## config.mk

```make
export PLATFORM = sky130hd
export DESIGN_NAME = pkt_stat_bank
export DESIGN_NICKNAME = d
export VERILOG_FILES = /design/src/rtl/pkt_stat_pkg.sv /design/src/rtl/pkt_stat_ctr.sv /design/src/rtl/pkt_stat_seq.sv /design/src/rtl/pkt_stat_bank.sv
export SDC_FILE = /design/constraint.sdc
export NUM_CORES = 1
export LEC_CHECK = 0
export BUFFER_PORTS_ARGS = -buffer_cell sky130_fd_sc_hd__buf_2
export CAP_MARGIN = 20
export CORE_MARGIN = 2
export CORE_UTILIZATION = 55
export CTS_BUF_LIST = sky130_fd_sc_hd__clkbuf_4 sky130_fd_sc_hd__clkbuf_8 sky130_fd_sc_hd__clkbuf_16
export DETAILED_ROUTE_END_ITERATION = 8
export PLACE_DENSITY = 0.68
export SLEW_MARGIN = 25
export SYNTH_ARGS = -nofsm -noshare
export SYNTH_HDL_FRONTEND = slang
export SYNTH_HIERARCHICAL = 1
export SYNTH_SLANG_ARGS = --single-unit
```

## constraint.sdc

```tcl
create_clock -name clk -period 7.7 [get_ports clk]
set_input_delay 0.385 -clock clk [delete_from_list [all_inputs] [get_ports clk]]
set_output_delay 0.385 -clock clk [all_outputs]
set_load 0.005 [all_outputs]
```

## src/rtl/pkt_stat_pkg.sv

```systemverilog
package pkt_stat_pkg;

  // Register groups: transmit is group 0, receive is group 1.
  localparam int GRPS         = 2;
  localparam int REGS_PER_GRP = 3;
  localparam int NREGS        = GRPS * REGS_PER_GRP;

  // Read-order tracker state for one group.
  typedef enum logic [1:0] {
    SQ_IDLE = 2'd0,
    SQ_ONE  = 2'd1,
    SQ_TWO  = 2'd2
  } seq_st_e;

  // Add with clamp at maxv; operands are zero-extended by the caller.
  function automatic logic [31:0] sat_add32(input logic [31:0] a,
                                            input logic [31:0] b,
                                            input logic [31:0] maxv);
    logic [32:0] s;
    s = {1'b0, a} + {1'b0, b};
    return (s > {1'b0, maxv}) ? maxv : s[31:0];
  endfunction

endpackage

```

## src/rtl/pkt_stat_ctr.sv

```systemverilog
module pkt_stat_ctr
  import pkt_stat_pkg::*;
#(
  parameter int DATA_W = 16,
  parameter int HOLD_W = 16
) (
  input  logic                  clk,
  input  logic                  rst_n,
  input  logic                  ev,
  input  logic                  ev_err,
  input  logic                  hold,
  input  logic                  rel_clear,
  input  logic                  rel_merge,
  output logic [2*DATA_W-1:0]   good_q,
  output logic [DATA_W-1:0]     err_q
);
  localparam int GOOD_W = 2 * DATA_W;
  localparam logic [31:0] G_MAX = 32'((64'd1 << GOOD_W) - 64'd1);
  localparam logic [31:0] E_MAX = 32'((64'd1 << DATA_W) - 64'd1);
  localparam logic [31:0] H_MAX = 32'((64'd1 << HOLD_W) - 64'd1);

  logic [HOLD_W-1:0] hg_q, he_q, hg_nx, he_nx;
  logic              inc_g, inc_e;
  logic [GOOD_W-1:0] g_live, g_merge, g_fresh;
  logic [DATA_W-1:0] e_live, e_merge, e_fresh;

  always_comb begin
    inc_g   = ev & ~ev_err;
    inc_e   = ev & ev_err;
    hg_nx   = HOLD_W'(sat_add32(32'(hg_q), 32'(inc_g), H_MAX));
    he_nx   = HOLD_W'(sat_add32(32'(he_q), 32'(inc_e), H_MAX));
    g_live  = GOOD_W'(sat_add32(32'(good_q), 32'(inc_g), G_MAX));
    e_live  = DATA_W'(sat_add32(32'(err_q), 32'(inc_e), E_MAX));
    g_merge = GOOD_W'(sat_add32(32'(good_q), 32'(hg_nx), G_MAX));
    e_merge = DATA_W'(sat_add32(32'(err_q), 32'(he_nx), E_MAX));
    g_fresh = GOOD_W'(sat_add32(32'd0, 32'(hg_nx), G_MAX));
    e_fresh = DATA_W'(sat_add32(32'd0, 32'(he_nx), E_MAX));
  end

  always_ff @(posedge clk or negedge rst_n) begin
    if (!rst_n) begin
      good_q <= '0;
      err_q  <= '0;
      hg_q   <= '0;
      he_q   <= '0;
    end else if (rel_clear) begin
      good_q <= g_fresh;
      err_q  <= e_fresh;
      hg_q   <= '0;
      he_q   <= '0;
    end else if (rel_merge) begin
      good_q <= g_merge;
      err_q  <= e_merge;
      hg_q   <= '0;
      he_q   <= '0;
    end else if (hold) begin
      hg_q <= hg_nx;
      he_q <= he_nx;
    end else begin
      good_q <= g_live;
      err_q  <= e_live;
    end
  end

endmodule

```

## src/rtl/pkt_stat_seq.sv

```systemverilog
module pkt_stat_seq
  import pkt_stat_pkg::*;
(
  input  logic       clk,
  input  logic       rst_n,
  input  logic       hit,
  input  logic [1:0] idx,
  output logic       frozen,
  output logic       start,
  output logic       rel_clear,
  output logic       rel_merge
);
  seq_st_e st_q, st_d;

  always_comb begin
    st_d      = st_q;
    start     = 1'b0;
    rel_clear = 1'b0;
    rel_merge = 1'b0;
    if (hit) begin
      unique case (st_q)
        SQ_IDLE: begin
          if (idx == 2'd0) begin
            start = 1'b1;
            st_d  = SQ_ONE;
          end
        end
        SQ_ONE: begin
          if (idx == 2'd1) begin
            st_d = SQ_TWO;
          end else begin
            rel_merge = 1'b1;
            st_d      = SQ_IDLE;
          end
        end
        SQ_TWO: begin
          if (idx == 2'd2) rel_clear = 1'b1;
          else             rel_merge = 1'b1;
          st_d = SQ_IDLE;
        end
        default: st_d = SQ_IDLE;
      endcase
    end
  end

  assign frozen = (st_q != SQ_IDLE);

  always_ff @(posedge clk or negedge rst_n) begin
    if (!rst_n) st_q <= SQ_IDLE;
    else        st_q <= st_d;
  end

endmodule

```

## src/rtl/pkt_stat_bank.sv

```systemverilog
module pkt_stat_bank
  import pkt_stat_pkg::*;
#(
  parameter int                ADDR_W    = 12,
  parameter logic [ADDR_W-1:0] BASE_ADDR = 12'h12B,
  parameter int                DATA_W    = 16,
  parameter int                HOLD_W    = 16
) (
  input  logic              clk,
  input  logic              rst_n,
  input  logic              tx_pkt,
  input  logic              tx_err,
  input  logic              rx_pkt,
  input  logic              rx_err,
  input  logic              rd_en,
  input  logic [ADDR_W-1:0] rd_addr,
  output logic [DATA_W-1:0] rd_data,
  output logic              rd_valid
);
  localparam int GOOD_W = 2 * DATA_W;

  logic [ADDR_W-1:0] off;
  logic              in_rng;
  logic              sel_grp;
  logic [1:0]        sel_idx;
  logic [DATA_W-1:0] rd_mux;

  logic              ev_s   [GRPS];
  logic              er_s   [GRPS];
  logic [GOOD_W-1:0] cnt_good [GRPS];
  logic [DATA_W-1:0] cnt_err  [GRPS];
  logic [GRPS-1:0]   grp_hit, grp_frz, grp_start, grp_clr, grp_abt;

  assign ev_s[0] = tx_pkt;
  assign er_s[0] = tx_err;
  assign ev_s[1] = rx_pkt;
  assign er_s[1] = rx_err;

  // Address decode into group and position within the group.
  assign off     = rd_addr - BASE_ADDR;
  assign in_rng  = (rd_addr >= BASE_ADDR) && (off < ADDR_W'(NREGS));
  assign sel_grp = (off >= ADDR_W'(REGS_PER_GRP));
  assign sel_idx = sel_grp ? 2'(off - ADDR_W'(REGS_PER_GRP)) : 2'(off);

  for (genvar g = 0; g < GRPS; g++) begin : g_grp
    assign grp_hit[g] = rd_en && in_rng && (sel_grp == 1'(g));

    pkt_stat_seq u_seq (
      .clk       (clk),
      .rst_n     (rst_n),
      .hit       (grp_hit[g]),
      .idx       (sel_idx),
      .frozen    (grp_frz[g]),
      .start     (grp_start[g]),
      .rel_clear (grp_clr[g]),
      .rel_merge (grp_abt[g])
    );

    pkt_stat_ctr #(
      .DATA_W (DATA_W),
      .HOLD_W (HOLD_W)
    ) u_ctr (
      .clk       (clk),
      .rst_n     (rst_n),
      .ev        (ev_s[g]),
      .ev_err    (er_s[g]),
      .hold      (grp_frz[g] | grp_start[g]),
      .rel_clear (grp_clr[g]),
      .rel_merge (grp_abt[g]),
      .good_q    (cnt_good[g]),
      .err_q     (cnt_err[g])
    );
  end

  always_comb begin
    rd_mux = '0;
    if (in_rng) begin
      unique case (sel_idx)
        2'd0:    rd_mux = cnt_good[sel_grp][DATA_W-1:0];
        2'd1:    rd_mux = cnt_good[sel_grp][GOOD_W-1:DATA_W];
        default: rd_mux = cnt_err[sel_grp];
      endcase
    end
  end

  always_ff @(posedge clk or negedge rst_n) begin
    if (!rst_n) begin
      rd_data  <= '0;
      rd_valid <= 1'b0;
    end else begin
      rd_valid <= rd_en;
      if (rd_en) rd_data <= rd_mux;
    end
  end

endmodule

```

==> After elaboration in Yosys (flattened, before gate mapping) <==
Index checks and enable logic that the tools add are counted.
{ "classes": {"eq_ne": 10, "bitwise_logic": 10, "addsub": 14, "reduce_logical": 13, "order_cmp": 20, "n_mux": 69} }
{ "op_table": {"columns": ["op", "count"], "rows": [
  ["2-to-1 mux 16 bit", 32],
  ["2-to-1 mux 32 bit", 15],
  ["greater-than comparator 17 x 16 -> 1 bit, second input constant", 8],
  ["greater-than comparator 33 x 32 -> 1 bit, second input constant", 4],
  ["adder 16 x 1 -> 17 bit", 6],
  ["adder 32 x 1 -> 33 bit", 2],
  ["adder 32 x 16 -> 33 bit", 2],
  ["greater-than comparator 16 x 32 -> 1 bit, second input constant", 2],
  ["adder 16 x 16 -> 17 bit", 2],
  ["greater-than comparator 16 bit, second input constant", 2],
  ["one-hot mux 16 bit (2 select lines)", 1],
  ["2-to-1 mux 1 bit", 14],
  [">= comparator 12 x 2 -> 1 bit, second input constant", 1],
  [">= comparator 12 x 9 -> 1 bit, second input constant", 1],
  ["less-than comparator 12 x 3 -> 1 bit, second input constant", 1],
  ["subtractor 12 x 9 -> 12 bit, second input constant", 1],
  ["one-hot mux 2 bit (2 select lines)", 2],
  ["== test 2 x 1 -> 1 bit, second input constant", 3],
  ["== test 2 bit, second input constant", 3],
  ["zero test 2 bit", 3],
  ["2-to-1 mux 2 bit", 3],
  ["!= test 3 bit, second input constant", 2],
  ["nonzero test 3 bit", 2],
  ["AND 1 bit", 4],
  ["other kinds (11)", 20]
]} }
{ "totals": {"out_inout_bits": 17, "in_bits": 19, "regBits": 181, "word_cells": 148} }

==> Depth between registers and ports, before layout <==
{ "depth": {"depth_word": 11, "mapped_depth": 21, "depth_no_buf": 18} }

==> Cells and area by module <==
Netlist, hierarchy kept.
{ "modules_own_cells": {"columns": ["mod", "n_inst", "area_each_um2", "cells_per_inst", "seq_area_each_um2"], "rows": [
  ["pkt_stat_ctr (g_grp[1].u_ctr)", 1, 7529.7, 956, 2001.9],
  ["pkt_stat_ctr (g_grp[0].u_ctr)", 1, 7140.6, 883, 2001.9],
  ["pkt_stat_bank", 1, 2421.1, 290, 425.4],
  ["pkt_stat_seq", 2, 190.2, 21, 50.0]
]} }

==> Least setup slack after synthesis <==
OpenSTA, ideal clock, no wires.
{ "synth_path": {"path_kind": "input to register", "start": "input rd_addr[0]", "end": "register g_grp[1].u_ctr.err_q[0]", "required_ns": 7.564, "arrival_ns": 4.242, "path_stages": 18, "path_buffers": 6, "path_slack_ns": 3.322, "path_cell_list": "buf_2 a21oi_1 a2bb2oi_1 mux2i_1 nand4b_4 o21ai_2 buf_2 and2_1 inv_1 o311ai_1 nor2_1 or2_2 clkbuf_1 nor2_1 clkbuf_1 buf_1 clkbuf_1 o21ai_0"} }
{ "synth_between": {"elab_chain_cells": 9} }
{ "synth_rtl": {"columns": ["item", "line", "text"], "rows": [
  ["from (decl)", "pkt_stat_bank.sv:16", "input logic [ADDR_W-1:0] rd_addr,"],
  ["subtractor 12 x 9 -> 12 bit (*)", "pkt_stat_bank.sv:40", "assign off = rd_addr - BASE_ADDR;"],
  [">= comparator 12 x 2 -> 1 bit / subtractor 2 bit (equally long branches)", "pkt_stat_bank.sv:42, pkt_stat_bank.sv:43", null],
  ["2-to-1 mux 2 bit (*)", "pkt_stat_bank.sv:43", "assign sel_idx = sel_grp ? 2'(off - ADDR_W'(REGS_PER_GRP)) : 2'(off);"],
  ["net sel_idx[1]", "pkt_stat_bank.sv:25", "logic [1:0] sel_idx;"],
  ["== test 2 bit / == test 2 x 1 -> 1 bit (equally long branches)", "pkt_stat_seq.sv:37, pkt_stat_seq.sv:29", null],
  ["2-to-1 mux 1 bit, on equally long branches", "pkt_stat_seq.sv:37, pkt_stat_seq.sv:29", null],
  ["one-hot mux 1 bit (2 select lines) (*)", "pkt_stat_seq.sv:21", "unique case (st_q)"],
  ["2-to-1 mux 1 bit (*)", "pkt_stat_seq.sv:20", "if (hit) begin"],
  ["net grp_abt[1]", "pkt_stat_bank.sv:32", "logic [GRPS-1:0] grp_hit, grp_frz, grp_start, grp_clr, grp_abt;"],
  ["2-to-1 mux 16 bit", "pkt_stat_ctr.sv:51", "end else if (rel_merge) begin"],
  ["2-to-1 mux 16 bit", "pkt_stat_ctr.sv:46", "end else if (rel_clear) begin"],
  ["to (signal assigned)", "pkt_stat_ctr.sv:48", "err_q <= e_fresh;"],
  ["to (signal assigned)", "pkt_stat_ctr.sv:53", "err_q <= e_merge;"],
  ["to (signal assigned)", "pkt_stat_ctr.sv:61", "err_q <= e_live;"],
  ["to (decl)", "pkt_stat_ctr.sv:15", "output logic [DATA_W-1:0] err_q"]
]} }
Mark *: on every way through the listed nets, which the timed path passes. The rest lies on a longest branch.
A chain may end at the register's enable or synchronous reset.

==> Worst setup path after layout <==
{ "layout_path": {"start": "input rd_addr[0]", "end": "register g_grp[1].u_ctr.good_q[21]"} }
{ "layout_between": {"elab_chain_cells": 9} }
{ "layout_rtl": {"columns": ["item", "line", "text"], "rows": [
  ["subtractor 12 x 9 -> 12 bit (*)", "pkt_stat_bank.sv:40", null],
  [">= comparator 12 x 2 -> 1 bit / subtractor 2 bit (equally long branches)", "pkt_stat_bank.sv:42, pkt_stat_bank.sv:43", null],
  ["2-to-1 mux 2 bit (*)", "pkt_stat_bank.sv:43", null],
  ["net sel_idx[1]", "pkt_stat_bank.sv:25", null],
  ["zero test 2 bit (*)", "pkt_stat_seq.sv:23", "if (idx == 2'd0) begin"],
  ["2-to-1 mux 1 bit (*)", "pkt_stat_seq.sv:23", null],
  ["2-to-1 mux 1 bit (*)", "pkt_stat_seq.sv:21", null],
  ["2-to-1 mux 1 bit (*)", "pkt_stat_seq.sv:20", null],
  ["net grp_start[1]", "pkt_stat_bank.sv:32", null],
  ["bitwise OR 1 bit (*)", "pkt_stat_bank.sv:67", ".hold (grp_frz[g] | grp_start[g]),"],
  ["!= test 3 bit (no line) (*)", null, null],
  ["to (signal assigned)", "pkt_stat_ctr.sv:47", "good_q <= g_fresh;"],
  ["to (signal assigned)", "pkt_stat_ctr.sv:52", "good_q <= g_merge;"],
  ["to (signal assigned)", "pkt_stat_ctr.sv:60", "good_q <= g_live;"],
  ["to (decl)", "pkt_stat_ctr.sv:14", "output logic [2*DATA_W-1:0] good_q,"]
]} }
Marked as above.

==> summary.md <==
| Metric | Value |
|---|---|
| Fraction of layout instances using a drive strength above 1 | 7.77% |
| Synthesized area per cell | 8.05 sq um |
| Top flip-flop cell by instance count after synthesis | sky130_fd_sc_hd__dfrtp_1 |
| Row count | 65 |
| Effective utilization at floorplan | ~56% |
| Number of hold violations in the final report | 0 |
| Count of clock tree sinks | roughly 180 |
| Power density over the cells | 177 nW/um^2 |
| Source-to-sink clock delay at the later pin of the worst-skew pair | ~0.47 ns |
| Max transition margin | between 30% and 40% |
| Area of all placed cells without fillers | 18400 sq um |
| Vias per inst | around 6.8 |
| Proportion of synthesized chip area in sequential cells | around a quarter |
| CTS max path bufs | 2 |
| Non-Filler Instances | between 2000 and 3000 |
| Arr. time, crit path | just over 6 ns |
| Min-delay worst type | in2reg |
| Number of nets with antenna violations after detailed routing | 0 |
| Syn-to-layout area delta | 5.41% |
| Library cell contributing the largest single delay on the critical path | sky130_fd_sc_hd__o21ai_2 |
| Share of the cycle needed by the critical path after routing | 73.4% |
| Cell variety after synth | between 100 and 150 |
| Minimum clock period | approximately 5.7 ns |
| Core ar. | between 30000 and 40000 sq um |
| Post-Syn Nets | ~2300 |
| Clock root buffer master | sky130_fd_sc_hd__clkbuf_16 |
| Worst setup slack after layout | 2.05 ns |
| Slew @ Worst Pin | around 0.9 ns |
| First-pass GRT wire length | 85700 um |
| Startpoint Class | input port |
| Overflow after GRT | 0 |
| Most common library cell in the layout ignoring fill and taps | sky130_fd_sc_hd__nor2_1 |
| Final estimated routing congestion in global placement | between 0.9 and 1 |
| Largest net degree at the start of global routing | between 60 and 70 |
| Achievable frequency | ~180 MHz |
| Overall via count from detail_route | ~17000 |
| Post-detailed-placement cell area | 17700 sq um |
| Library cell occupying the most area in the post-synthesis netlist | sky130_fd_sc_hd__dfrtp_1 |
| Unrepaired setup endpoints after global routing | false |
| Number of enable-type register cells in the synthesized netlist | 0 |
| Number of levels in the clock H-tree | 4 |
| Share of Yosys cell area claimed by the top area cell type | between 20% and 30% |
| Setup-failing EPs final | 0 |
| CTS tree | done |
| Post-Place Worst Slack | approximately 1.7 ns |
| Routed wire length | around 53000 um |
| Number of global-route vias before repair | ~16000 |
| Number of buffer and inverter instances along the worst setup path | 3 |
| Number of antenna violations at the first check in global routing | 0 |
| WL/cell | 21.0 um |
| Cell Area, Synth | 17500 sq um |
| Largest cells by area after synthesis | sky130_fd_sc_hd__dfrtp_1 26%, sky130_fd_sc_hd__ha_1 6.4%, sky130_fd_sc_hd__a21oi_1 5.1% |
| Utilization after layout | 58.7% |
| CP max stage delay | ~0.90 ns |
| Synthesized netlist cell count | 2171 |
| Outcome | completed |
| Remaining design rule violation count | 0 |
| Number of buffers added by the clock tree synthesis step | 17 |
| Total Negative Setup Slacks | 0 ns |
| Die height | around 180 um |
| Number of max-capacitance violations reported | 0 |
| Commonest non-fill, non-tap cells in the layout | 183 x sky130_fd_sc_hd__nor2_1, 181 x sky130_fd_sc_hd__dfrtp_1, 178 x sky130_fd_sc_hd__nand2_1, 178 x sky130_fd_sc_hd__a21oi_1, 107 x sky130_fd_sc_hd__o21ai_0 |
| Number of DRC markers after the initial detailed-route iteration | approximately 1600 |
| Placed Cells | between 2000 and 3000 |
| Worst Setup End Kind | register |
| Number of diodes | 0 |
| Number of port buffers | 35 |
| Die footprint | around 33000 sq um |
| Detailed-router iteration count before antenna repair | 7 |
| Clk pin slew, worst setup/hold paths | about 0.08 ns |
| Synthesis warning total | 6 |
| Yosys reg bits | roughly 180 |
| Net total in the final layout | about 2200 |
| Cell family with most CP delay | simple AND/OR/NAND/NOR gates |
| Die width | about 180 um |
| Leakage power figure | 8.01 nW |
| Share of async-settable or async-resettable flops after synthesis | 100% |
| Worst setup path category | in2reg |
| Crit path required time | 8.09 ns |
| Total count of max-transition violations in the final report | 0 |
| CP max FO | 52 |
| Fin Clk Skew | 0.0131 ns |
| Cell-by-cell trace of the critical path | buf_2 > a21oi_1 > a2bb2oi_1 > mux2i_1 > nand4b_4 > o21ai_2 > and2_1 > nor2_1 > and3_1 > or2_2 > buf_4 > nand2_1 > buf_4 > nand2_1 > a21oi_4 > or4b_1 > nand3_1 |
| Total Routing Usage GR | 32.0% |
| Post-DP HPWL | approximately 39000 um |
| IO Count | 36 |
| Max rail drop VDD | about 0.00018 V |
## synth_stat cells, types with 29 or more instances
cell / n
sky130_fd_sc_hd__o21ai_0: 107
sky130_fd_sc_hd__nor2_1: 184
sky130_fd_sc_hd__a21oi_1: 178
sky130_fd_sc_hd__xnor2_1: 82
sky130_fd_sc_hd__nand2_1: 178
sky130_fd_sc_hd__nand4_1: 59
sky130_fd_sc_hd__dfrtp_1: 181
sky130_fd_sc_hd__xor2_1: 55
sky130_fd_sc_hd__and2_1: 39
sky130_fd_sc_hd__a31oi_1: 29
sky130_fd_sc_hd__ha_1: 90
sky130_fd_sc_hd__and3_1: 65
sky130_fd_sc_hd__nor3_1: 40
sky130_fd_sc_hd__a211oi_1: 47
sky130_fd_sc_hd__clkbuf_1: 76
sky130_fd_sc_hd__inv_1: 78
sky130_fd_sc_hd__nand2b_1: 36
sky130_fd_sc_hd__nand3_1: 88
## where the power goes
part	total, W	leakage [nW]	switching, W	internal, W
Combinational	0.000906	5.29	0.000508	0.000398
Sequential	0.00133	2.40	0.000264	0.00107
Clock	0.00102	0.314	0.000429	0.000588
## layer usage
layer / GRT usage, % / share of wire, % / vias up
li1: - / - / 8131
met5: 0 / 0 / -
met2: 52.1 / 47 / 681
met4: 14.5 / 3.9 / 0
met3: 4.47 / 5.9 / 111
met1: 42.3 / 43 / 8266
## path summary, 6_finish.rpt
kind                                        start                   endpoint  slack [ns]  cells after the start
max                                    rd_addr[0]  g_grp[1].u_ctr/good_q[21]        2.05                     17
min                                         rd_en                   rd_valid        0.23                      1
max reg2reg                g_grp[0].u_ctr/hg_q[0]  g_grp[0].u_ctr/good_q[29]        2.70                     14
min reg2reg                g_grp[0].u_ctr/he_q[6]     g_grp[0].u_ctr/he_q[6]        0.54                      2
max in group asynchronous                   rst_n     g_grp[0].u_ctr/hg_q[7]        5.95                      3
min in group asynchronous                   rst_n     g_grp[1].u_ctr/he_q[2]        0.46                      2
## through the flow
| step | hold WS [ns] | power, W |
|---|---|---|
| 5_1_grt | 0.218 | 0.00344 |
| 3_3_place_gp | 0.416 | 0.00220 |
| 2_1_floorplan | 0.0894 | 0.00197 |
| 3_5_place_dp | 0.419 | 0.00223 |
| 4_1_cts | 0.202 | 0.00326 |
| 6_report | 0.228 | 0.00325 |
## sequential cells by signal (all words and copies together) (netlist names)
| register | flops |
|---|---|
| g_grp.u_ctr/err_q | 32 |
| g_grp.u_ctr/good_q | 64 |
| g_grp.u_ctr/he_q | 32 |
| g_grp.u_ctr/hg_q | 32 |
| g_grp.u_seq/st_q | 4 |
| rd_data | 16 |
| rd_valid | 1 |
## kinds of logic after synthesis
kind of cell	count (synthesis)	synth area share, %
flops	181	25.9
fa+ha+maj	94	6.90
xor+xnor	137	6.87
simple gates	811	24.8
compound gates	712	28.6
buf+inv	204	5.04
mux	32	1.90
## cell type report
cell class | instances | area [sq um]
fill | 2918 | 13000
multi-input combinational | 1786 | 12100
sequential | 181 | 4530
tap | 402 | 503
clock buffer | 18 | 439
timing repair buffer | 57 | 349
inverter | 80 | 300
clock inverter | 14 | 221
## what timing repair did
item,CTS,global route
resized for setup,0,0
buffers inserted,0,0
hold buffers,1,0
hold endpoints to repair,61,0
No activity file was read; power rests on OpenSTA's default activity.
